===== src/rtl/cmd_seq_pkg.sv =====
package cmd_seq_pkg;
  typedef enum logic [2:0] {
    ST_IDLE, ST_AA1, ST_551, ST_80, ST_AA2, ST_552, ST_LOCK, ST_WIN
  } seq_st_e;

  typedef struct packed {
    logic at_5555;
    logic at_2aaa;
    logic at_base;
    logic at_top;
    logic in_lo_blk;
    logic in_hi_blk;
  } addr_hit_t;

  localparam logic [7:0] D_AA   = 8'hAA;
  localparam logic [7:0] D_55   = 8'h55;
  localparam logic [7:0] D_PGM  = 8'hA0;
  localparam logic [7:0] D_IDIN = 8'h90;
  localparam logic [7:0] D_IDEX = 8'hF0;
  localparam logic [7:0] D_EXT  = 8'h80;
  localparam logic [7:0] D_UNPR = 8'h20;
  localparam logic [7:0] D_LOCK = 8'h40;
  localparam logic [7:0] D_ERAS = 8'h10;
  localparam logic [7:0] D_LLO  = 8'h00;
  localparam logic [7:0] D_LHI  = 8'hFF;
endpackage


===== src/rtl/cmd_addr_match.sv =====
module cmd_addr_match
  import cmd_seq_pkg::*;
#(
  parameter int AW    = 17,
  parameter int CMP_W = 15,
  parameter int BLK_W = 13
) (
  input  logic [AW-1:0] addr_i,
  output addr_hit_t     hit_o
);
  localparam int HI_W = AW - BLK_W;
  localparam logic [CMP_W-1:0] A_5555 = CMP_W'(15'h5555);
  localparam logic [CMP_W-1:0] A_2AAA = CMP_W'(15'h2AAA);

  always_comb begin
    hit_o.at_5555   = addr_i[CMP_W-1:0] == A_5555;
    hit_o.at_2aaa   = addr_i[CMP_W-1:0] == A_2AAA;
    hit_o.at_base   = addr_i == '0;
    hit_o.at_top    = &addr_i;
    hit_o.in_lo_blk = addr_i[AW-1:BLK_W] == {HI_W{1'b0}};
    hit_o.in_hi_blk = &addr_i[AW-1:BLK_W];
  end
endmodule


===== src/rtl/cmd_seq_fsm.sv =====
module cmd_seq_fsm
  import cmd_seq_pkg::*;
(
  input  logic      clk_i,
  input  logic      rst_ni,
  input  logic      ld_valid_i,
  input  logic [7:0] ld_data_i,
  input  addr_hit_t hit_i,
  input  logic      prog_done_i,
  output logic      ld_pass_o,
  output logic      ld_store_o,
  output logic      erase_req_o,
  output logic      wr_permit_o,
  output logic      sw_prot_o,
  output logic      id_mode_o,
  output logic      lock_lo_o,
  output logic      lock_hi_o
);
  seq_st_e st_q, st_d;
  logic prot_q, prot_d, id_q, id_d, llo_q, llo_d, lhi_q, lhi_d;
  logic absorb, erase_d, pass_d, store_d, permit, blk_locked;
  logic pass_q, store_q, erase_q;

  assign permit     = !prot_q || (st_q == ST_WIN);
  assign blk_locked = (hit_i.in_lo_blk && llo_q) || (hit_i.in_hi_blk && lhi_q);

  always_comb begin
    st_d = st_q; prot_d = prot_q; id_d = id_q; llo_d = llo_q; lhi_d = lhi_q;
    absorb = 1'b0; erase_d = 1'b0;
    if (ld_valid_i) begin
      unique case (st_q)
        ST_IDLE: if (hit_i.at_5555 && ld_data_i == D_AA) begin st_d = ST_AA1; absorb = 1'b1; end
        ST_AA1:  if (hit_i.at_2aaa && ld_data_i == D_55) begin st_d = ST_551; absorb = 1'b1; end
        ST_551: if (hit_i.at_5555) begin
          absorb = 1'b1;
          unique case (ld_data_i)
            D_PGM:   begin prot_d = 1'b1; st_d = ST_WIN; end
            D_IDIN:  begin id_d = 1'b1; st_d = ST_IDLE; end
            D_IDEX:  begin id_d = 1'b0; st_d = ST_IDLE; end
            D_EXT:   st_d = ST_80;
            default: absorb = 1'b0;
          endcase
        end
        ST_80:   if (hit_i.at_5555 && ld_data_i == D_AA) begin st_d = ST_AA2; absorb = 1'b1; end
        ST_AA2:  if (hit_i.at_2aaa && ld_data_i == D_55) begin st_d = ST_552; absorb = 1'b1; end
        ST_552: if (hit_i.at_5555) begin
          absorb = 1'b1;
          unique case (ld_data_i)
            D_UNPR:  begin prot_d = 1'b0; st_d = ST_IDLE; end
            D_LOCK:  st_d = ST_LOCK;
            D_ERAS:  begin erase_d = !(llo_q || lhi_q); st_d = ST_IDLE; end
            default: absorb = 1'b0;
          endcase
        end
        ST_LOCK: begin
          if (hit_i.at_base && ld_data_i == D_LLO) begin llo_d = 1'b1; absorb = 1'b1; end
          if (hit_i.at_top && ld_data_i == D_LHI) begin lhi_d = 1'b1; absorb = 1'b1; end
          st_d = ST_IDLE;
        end
        ST_WIN:  ;
        default: ;
      endcase
      // a mismatching write abandons the sequence
      if (!absorb && st_q != ST_WIN) st_d = ST_IDLE;
    end
    if (prog_done_i && st_q == ST_WIN) st_d = ST_IDLE;
  end

  assign pass_d  = ld_valid_i && !absorb;
  assign store_d = pass_d && permit && !blk_locked;

  always_ff @(posedge clk_i or negedge rst_ni) begin
    if (!rst_ni) begin
      st_q <= ST_IDLE; prot_q <= 1'b0; id_q <= 1'b0; llo_q <= 1'b0; lhi_q <= 1'b0;
      pass_q <= 1'b0; store_q <= 1'b0; erase_q <= 1'b0;
    end else begin
      st_q <= st_d; prot_q <= prot_d; id_q <= id_d; llo_q <= llo_d; lhi_q <= lhi_d;
      pass_q <= pass_d; store_q <= store_d; erase_q <= erase_d;
    end
  end

  assign ld_pass_o   = pass_q;
  assign ld_store_o  = store_q;
  assign erase_req_o = erase_q;
  assign wr_permit_o = permit;
  assign sw_prot_o   = prot_q;
  assign id_mode_o   = id_q;
  assign lock_lo_o   = llo_q;
  assign lock_hi_o   = lhi_q;
endmodule


===== src/rtl/id_read_mux.sv =====
module id_read_mux #(
  parameter int         AW       = 17,
  parameter logic [7:0] MFR_CODE = 8'h1F,
  parameter logic [7:0] DEV_CODE = 8'hD5
) (
  input  logic [AW-1:0] rd_addr_i,
  input  logic          id_mode_i,
  input  logic          lock_lo_i,
  input  logic          lock_hi_i,
  output logic [7:0]    data_o
);
  localparam logic [AW-1:0] A_MFR  = '0;
  localparam logic [AW-1:0] A_DEV  = AW'(1);
  localparam logic [AW-1:0] A_LLO  = AW'(2);
  localparam logic [AW-1:0] A_LHI  = {{(AW-4){1'b1}}, 4'h2};

  always_comb begin
    data_o = 8'h00;
    if (id_mode_i) begin
      if (rd_addr_i == A_MFR)      data_o = MFR_CODE;
      else if (rd_addr_i == A_DEV) data_o = DEV_CODE;
      else if (rd_addr_i == A_LLO) data_o = {7'h7F, lock_lo_i};
      else if (rd_addr_i == A_LHI) data_o = {7'h7F, lock_hi_i};
    end
  end
endmodule


===== src/rtl/cmd_seq_decoder.sv =====
module cmd_seq_decoder
  import cmd_seq_pkg::*;
#(
  parameter int         AW       = 17,
  parameter int         CMP_W    = 15,
  parameter int         BLK_W    = 13,
  parameter logic [7:0] MFR_CODE = 8'h1F,
  parameter logic [7:0] DEV_CODE = 8'hD5
) (
  input  logic          clk_i,
  input  logic          rst_ni,
  input  logic          ld_valid_i,
  input  logic [AW-1:0] ld_addr_i,
  input  logic [7:0]    ld_data_i,
  input  logic          prog_done_i,
  input  logic [AW-1:0] rd_addr_i,
  output logic          ld_pass_o,
  output logic          ld_store_o,
  output logic          erase_req_o,
  output logic          wr_permit_o,
  output logic          sw_prot_o,
  output logic          id_mode_o,
  output logic          lock_lo_o,
  output logic          lock_hi_o,
  output logic [7:0]    id_rd_data_o
);
  addr_hit_t hit;

  cmd_addr_match #(.AW(AW), .CMP_W(CMP_W), .BLK_W(BLK_W)) u_match (
    .addr_i(ld_addr_i), .hit_o(hit)
  );

  cmd_seq_fsm u_fsm (
    .clk_i, .rst_ni, .ld_valid_i, .ld_data_i, .hit_i(hit), .prog_done_i,
    .ld_pass_o, .ld_store_o, .erase_req_o, .wr_permit_o,
    .sw_prot_o, .id_mode_o, .lock_lo_o, .lock_hi_o
  );

  id_read_mux #(.AW(AW), .MFR_CODE(MFR_CODE), .DEV_CODE(DEV_CODE)) u_idrd (
    .rd_addr_i, .id_mode_i(id_mode_o), .lock_lo_i(lock_lo_o), .lock_hi_i(lock_hi_o),
    .data_o(id_rd_data_o)
  );
endmodule


===== config.mk =====
export PLATFORM = sky130hd
export DESIGN_NAME = cmd_seq_decoder
export DESIGN_NICKNAME = d
export VERILOG_FILES = /design/src/rtl/cmd_seq_pkg.sv /design/src/rtl/cmd_addr_match.sv /design/src/rtl/cmd_seq_fsm.sv /design/src/rtl/id_read_mux.sv /design/src/rtl/cmd_seq_decoder.sv
export SDC_FILE = /design/constraint.sdc
export NUM_CORES = 1
export LEC_CHECK = 0
export ABC_CLOCK_PERIOD_IN_PS = 2710
export BUFFER_PORTS_ARGS = -buffer_cell sky130_fd_sc_hd__buf_2
export CORE_MARGIN = 2
export CORE_UTILIZATION = 47
export CTS_BUF_LIST = sky130_fd_sc_hd__clkbuf_8
export DETAILED_ROUTE_END_ITERATION = 8
export PLACE_DENSITY = 0.94
export SLEW_MARGIN = 25
export SYNTH_ARGS = -nofsm -noshare
export SYNTH_HDL_FRONTEND = slang
export SYNTH_SLANG_ARGS = --single-unit
export TNS_END_PERCENT = 10

===== constraint.sdc =====
create_clock -name clk_i -period 2.71 [get_ports clk_i]
set_clock_uncertainty 0.15 [all_clocks]
set_input_delay 0.271 -clock clk_i [delete_from_list [all_inputs] [get_ports clk_i]]
set_output_delay 0.271 -clock clk_i [all_outputs]
set_load 0.005 [all_outputs]

# Word-level counts from Yosys, hierarchy flattened
# Index checks and enable logic that the tools add are counted.
dict set report totals {
  ff_bits 10
  in_bits 46
  out_inout_bits 16
  wordCells 122
}
dict set report op_classes {
  eq_ne 35
  mux 38
  n_reduce_logical 41
}
# operator count
set op_table {}
lappend op_table {{8-bit equality test (second input constant)} 6}
lappend op_table {{8-bit 2-to-1 mux} 5}
lappend op_table {{17-bit logical NOT} 2}
lappend op_table {{3-bit 2-to-1 mux} 9}
lappend op_table {{4-bit by 1-bit inequality test with 1-bit output (second input constant)} 6}
lappend op_table {{3-bit one-hot mux with 7 select lines} 1}
lappend op_table {{1-bit 2-to-1 mux} 18}
lappend op_table {{17-bit by 1-bit equality test with 1-bit output (second input constant)} 1}
lappend op_table {{17-bit equality test (second input constant)} 1}
lappend op_table {{17-bit by 2-bit equality test with 1-bit output (second input constant)} 1}
lappend op_table {{17-bit AND reduction} 1}
lappend op_table {{8-bit by 7-bit equality test with 1-bit output (second input constant)} 2}
lappend op_table {{15-bit by 14-bit equality test with 1-bit output (second input constant)} 1}
lappend op_table {{15-bit equality test (second input constant)} 1}
lappend op_table {{3-bit equality test (second input constant)} 4}
lappend op_table {{1-bit logical AND} 11}
lappend op_table {{10-bit AND reduction} 1}
lappend op_table {{3-bit one-hot mux with 3 select lines} 1}
lappend op_table {{9-bit nonzero test} 1}
lappend op_table {{8-bit by 5-bit equality test with 1-bit output (second input constant)} 1}
lappend op_table {{8-bit by 6-bit equality test with 1-bit output (second input constant)} 1}
lappend op_table {{8-bit logical NOT} 1}
lappend op_table {{4-bit AND reduction} 2}
lappend op_table {{2-bit OR reduction} 4}
lappend op_table {{other kinds (19)} 32}

# Depth between registers and ports, before layout
dict set report depth {
  ltp_word 11
  mapped_depth 6
  depth_no_buf 5
}

# Cells and area by module
# A second synthesis with hierarchy kept.
dict set report hier_totals {
  cells_unflattened 176
  area_unflattened_um2 1376.3
}
# module instances cells_per_inst area_each_um2 seq_area_each_um2
set by_module_without_submodules {}
lappend by_module_without_submodules {cmd_seq_fsm 1 129 1056.0 250.2}
lappend by_module_without_submodules {id_read_mux 1 30 188.9 0.0}
lappend by_module_without_submodules {cmd_addr_match 1 17 131.4 0.0}

# Worst setup path before layout
# OpenSTA, ideal clock, no wires.
dict set report synth_path {
  kind {input-to-reg}
  from {input ld_addr_i[7]}
  to {register u_fsm.store_q (netlist: u_fsm.ld_store_o)}
  setup_time_ns 0.120
  arrival_ns 1.799
  required_time_ns 2.440
  path_slack_ns 0.641
  stages 5
  n_path_buf 0
  cell_sequence {or4_4 > or4b_4 > o22ai_4 > a211oi_2 > and3_1}
}
dict set report synth_between {
  elab_chain_cells 11
  elab_cells_between_ends 21
  cone_classes {eq/ne (2); mux (9); reduce/logical (10)}
}
# element line_no
set synth_lines {}
lappend synth_lines {{start: declaration} cmd_seq_decoder.sv:13} ;# input logic [AW-1:0] ld_addr_i,
lappend synth_lines {{17-bit logical NOT} cmd_addr_match.sv:18} ;# hit_o.at_base = addr_i == '0;
lappend synth_lines {{1-bit logical AND} cmd_seq_fsm.sv:56} ;# if (hit_i.at_base && ld_data_i == D_LLO) begin llo_d = 1'b1; absorb = 1'b1; end
lappend synth_lines {{1-bit 2-to-1 mux} cmd_seq_fsm.sv:56}
lappend synth_lines {{1-bit 2-to-1 mux} cmd_seq_fsm.sv:57} ;# if (hit_i.at_top && ld_data_i == D_LHI) begin lhi_d = 1'b1; absorb = 1'b1; end
lappend synth_lines {{1-bit one-hot mux with 5 select lines (*)} cmd_seq_fsm.sv:31} ;# unique case (st_q)
lappend synth_lines {{1-bit 2-to-1 mux (*) (2 in series)} cmd_seq_fsm.sv:30} ;# if (ld_valid_i) begin
lappend synth_lines {{1-bit logical NOT (*)} cmd_seq_fsm.sv:69} ;# assign pass_d = ld_valid_i && !absorb;
lappend synth_lines {{1-bit logical AND (*)} cmd_seq_fsm.sv:69}
lappend synth_lines {{net u_fsm.pass_d} cmd_seq_fsm.sv:21} ;# logic absorb, erase_d, pass_d, store_d, permit, blk_locked;
lappend synth_lines {{1-bit logical AND (*) (2 in series)} cmd_seq_fsm.sv:70} ;# assign store_d = pass_d && permit && !blk_locked;
lappend synth_lines {{net u_fsm.store_d} cmd_seq_fsm.sv:21}
lappend synth_lines {{end signal: assignment} cmd_seq_fsm.sv:78} ;# pass_q <= pass_d; store_q <= store_d; erase_q <= erase_d;
lappend synth_lines {{end: declaration} cmd_seq_fsm.sv:22} ;# logic pass_q, store_q, erase_q;
# The timed path passes the listed nets; every way through them passes the cells marked *. The select of a mux whose other input is x is not followed.
# A chain may end at the register's enable or synchronous reset.

# Worst setup path in the final report
dict set report layout_path {
  from {register u_fsm.st_q[0]}
  to {register u_fsm.store_q (netlist: u_fsm.ld_store_o)}
}
dict set report layout_between {
  elab_chain_cells 9
  elab_cells_between_ends 18
  cone_classes {eq/ne (7); mux (3); reduce/logical (8)}
}
# element line_no
set layout_lines {}
lappend layout_lines {{start: declaration} cmd_seq_fsm.sv:19} ;# seq_st_e st_q, st_d;
lappend layout_lines {{start signal: assignment} cmd_seq_fsm.sv:77} ;# st_q <= st_d; prot_q <= prot_d; id_q <= id_d; llo_q <= llo_d; lhi_q <= lhi_d;
lappend layout_lines {{3-bit by 1-bit equality test with 1-bit output (tied with other cells)} cmd_seq_fsm.sv:31}
lappend layout_lines {{2-bit OR reduction (no source line)} n/a}
lappend layout_lines {{1-bit one-hot mux with 5 select lines (*)} cmd_seq_fsm.sv:31}
lappend layout_lines {{1-bit 2-to-1 mux (*) (2 in series)} cmd_seq_fsm.sv:30}
lappend layout_lines {{1-bit logical NOT (*)} cmd_seq_fsm.sv:69}
lappend layout_lines {{1-bit logical AND (*)} cmd_seq_fsm.sv:69}
lappend layout_lines {{net u_fsm.pass_d} cmd_seq_fsm.sv:21}
lappend layout_lines {{1-bit logical AND (*) (2 in series)} cmd_seq_fsm.sv:70}
lappend layout_lines {{net u_fsm.store_d} cmd_seq_fsm.sv:21}
# Marks and branches as above.

==> metrics.md <==
| Metric | Value |
|---|---|
| Outcome | `complete, no violations` |
| Mux contribution to synthesized area | `0.0170` |
| Post-cts resize count | `0` |
| Worst-margin pin slew | `609 ps` |
| Die area | `between 2000 and 3000 µm²` |
| Final period utilization | `0.831` |
| Row count | `18` |
| Vias in the first global route | `roughly 1300` |
| Comb power frac | `0.256` |
| Fillers | `between 200 and 250` |
| Max Fclk | `between 400 and 500 MHz` |
| YS warnings | `0` |
| DRC | `0` |
| Port buffer count | `61` |
| PD cells | `around 270 nW/µm²` |
| TritonCTS clock tree | `done` |
| Wirelength, routed | `roughly 3300 µm` |
| Clock Sinks | `10` |
| Setup bufs post-CTS | `0` |
| Area used by multi-input combinational logic | `about 840 µm²` |
| First drt pass iteration count | `4` |
| Post-Synth XOR/XNOR Area | `0.0372` |
| Synthesized Nets | `~200` |
| Layout area overhead | `30.5%` |
| Die X | `between 50 and 60 µm` |
| Total Neg Setup Slack | `0 ps` |
| Switch share | `0.278` |
| Die Y | `54.1 µm` |
| Inst Count DP | `around 230` |
| Psw | `0.000115 W` |
| EDFF count, synth | `0` |
| Asr flop ratio synth | `1.00` |
| Initial antenna violation count | `0` |
| Max IR drop VDD | `around 0.19 mV` |
| Vias/cell | `~6.1` |
| Final setup viols | `0` |
| CTS buffer count | `3` |
| Simple-Gate Fraction of Synth Area | `0.435` |
| Unique cell type count in the Yosys netlist | `between 50 and 60` |
| First-pass GRT wire length | `~5300 µm` |
| Overflow left after global routing | `0` |
| Routed len/inst | `14.0 µm` |
| Via count | `1457` |
| DRT iter0 DRCs | `65` |
| Pins Over Slew Limit | `0` |
| Post-synthesis adder-cell area fraction | `0` |
| Largest net degree at the start of global routing | `14` |
| Top FF cell, synth | `dfrtp_1` |
| Required @ worst endpoint | `about 2700 ps` |
| Sequential Power Share | `0.386` |
| GPL Wtd Cong | `0.928` |
| Number of hold buffers added after cts | `1` |
| Io pins | `62` |
| CP startpoint kind | `register` |
| P_int | `slightly below 0.0003 W` |
| Fin. Hold Viols | `0` |
| Mean Syn Cell Area | `around 7.8 µm²` |
| Register area share after synthesis | `0.213` |
| Mapped Cells | `150` |
| Max-Cap Viols | `0` |
| Netlist Area Pre-Place | `1180 µm²` |
| ANT cells | `0` |
| Non-Filler Instances | `around 240` |
| Most common cell after layout, fill and taps aside | `buf_2` |
| Clk pwr share | `0.358` |
| Count of nets after finishing | `255` |
| H-tree levels | `1` |
| Crit-path max FO | `12` |
| Largest family of logic cells by synthesized area | `simple AND/OR/NAND/NOR gates` |
| RSZ-0062 raised after global routing | `false` |
| Antenna viol nets, final | `0` |
| Seq cells post-synth | `10` |
| Root buffer cell | `clkbuf_8` |
| Max clock buf depth | `2` |
| Rel. slew slack | `0.590` |
| CORE AREA | `around 2400 µm²` |
| Layout cells sized above 1 | `0.367` |
| HP Class | `in2reg` |
| Crit end category | `register` |
| Final min period | `2250 ps` |
| GRT Overall Usage | `0.245` |
| HPWL Detailed | `between 2000 and 3000 µm` |
| Initial Util | `0.484` |
| Storage cell area | `roughly 250 µm²` |
| Critical path class | `reg2reg` |
| Compound-Gate Fraction of Synth Area | `0.224` |
| Clock latency on the worst-skew pair | `around 230 ps` |
| Most frequent cells in the layout | `61 x buf_2, 14 x nor2_1, 10 x dfrtp_1, 9 x nor4_1, 9 x nand4_1` |
| Pleak | `between 0.6 and 0.7 nW` |
| CTS clk-pin slew, worst paths | `40 ps` |
| Crit path arrival time | `between 2000 and 2500 ps` |
==> registers in the layout (all words and copies together), names as in the netlist <==
name	flops
u_fsm.ld_store_o	1
u_fsm.id_mode_o	1
u_fsm.erase_req_o	1
u_fsm.lock_hi_o	1
u_fsm.st_q	3
u_fsm.ld_pass_o	1
u_fsm.sw_prot_o	1
u_fsm.lock_lo_o	1
==> cell families (layout without fill, tap and decap cells) <==
| logic type | Yosys count | in the layout |
|---|---|---|
| flops | 10 | 10 |
| compound gates | 34 | 34 |
| buf+inv | 19 | 76 |
| simple gates | 80 | 80 |
| xor+xnor | 5 | 5 |
| mux | 2 | 2 |
==> cell usage after synthesis, drive strengths merged, types with 2 or more instances <==
library cell	n	area share
nor4	11	0.077
a21o	2	0.013
nand4b	2	0.015
inv	8	0.026
xor2	3	0.022
nor4b	2	0.015
xnor2	2	0.015
dfrtp	10	0.21
nand2b	3	0.016
and4	2	0.015
o21ai	4	0.017
nand2	8	0.026
nor3	3	0.013
or4	5	0.035
nand4	9	0.048
nor2	14	0.045
a21oi	5	0.021
or4b	2	0.020
nand3	7	0.040
mux2i	2	0.017
buf	7	0.036
or3	2	0.011
a21boi	2	0.013
and2	2	0.011
o31ai	4	0.026
and3	3	0.016
a31oi	2	0.011
clkbuf	4	0.013
nand3b	2	0.013
==> power by group through the flow <==
stage	combinational (W)	clock, W	sequential, W
floorplan	0.0000533	0	0.000157
global placement	0.000101	0	0.000161
detailed placement	0.000103	0	0.000162
CTS	0.000105	0.000148	0.000159
global route	0.000117	0.000160	0.000160
finish	0.000106	0.000148	0.000159
==> per-layer routing <==
metal | vias to the layer above | track usage | part of all wire
li1 | 705 | - | -
met1 | 669 | 0.303 | 0.41
met2 | 78 | 0.445 | 0.48
met3 | 5 | 0.0194 | 0.093
met4 | 0 | 0.0750 | 0.013
met5 | - | 0 | 0
==> path summary, 6_finish.rpt <==
| path | startpoint | endpoint | slack [ps] | depth (start not counted) |
|---|---|---|---|---|
| setup / recovery | u_fsm.st_q[0] | u_fsm.ld_store_o | 460 | 5 |
| hold / removal | ld_addr_i[12] | u_fsm.lock_lo_o | 250 | 4 |
| setup reg to reg | u_fsm.st_q[0] | u_fsm.ld_store_o | 460 | 5 |
| hold reg to reg | u_fsm.lock_hi_o | u_fsm.lock_hi_o | 390 | 1 |
| max in group asynchronous | rst_ni | u_fsm.lock_hi_o | 1960 | 2 |
| min in group asynchronous | rst_ni | u_fsm.st_q[0] | 280 | 2 |
==> through the flow <==
stage	hold WS, ps	power [W]	setup WS [ps]	utilization	area [µm²]
final	248	0.000413	457	0.632	1540
after global routing	264	0.000437	352	0.632	1540
after CTS	244	0.000412	498	0.632	1540
after detailed placement	-16.7	0.000264	459	0.611	1490
after global placement	-18.2	0.000262	474	0.611	1490
after floorplan	-175	0.000210	641	-	1180
==> critical path, stage by stage, from the launching register on <==
cell      delay (ps)
dfrtp_1          540
nand3b_1         230
or4b_2           680
o21ai_0          260
a211oi_2          90
and3_1           180
==> area by class of cell <==
cell class                      instances  share of cell area
Inverter                                8              0.0195
Clock buffer                            3              0.0269
Timing Repair Buffer                   65               0.220
Multi-Input combinational cell        121               0.546
Tap cell                               30              0.0244
Sequential cell                        10               0.163
(Power assumes the default switching activity.)
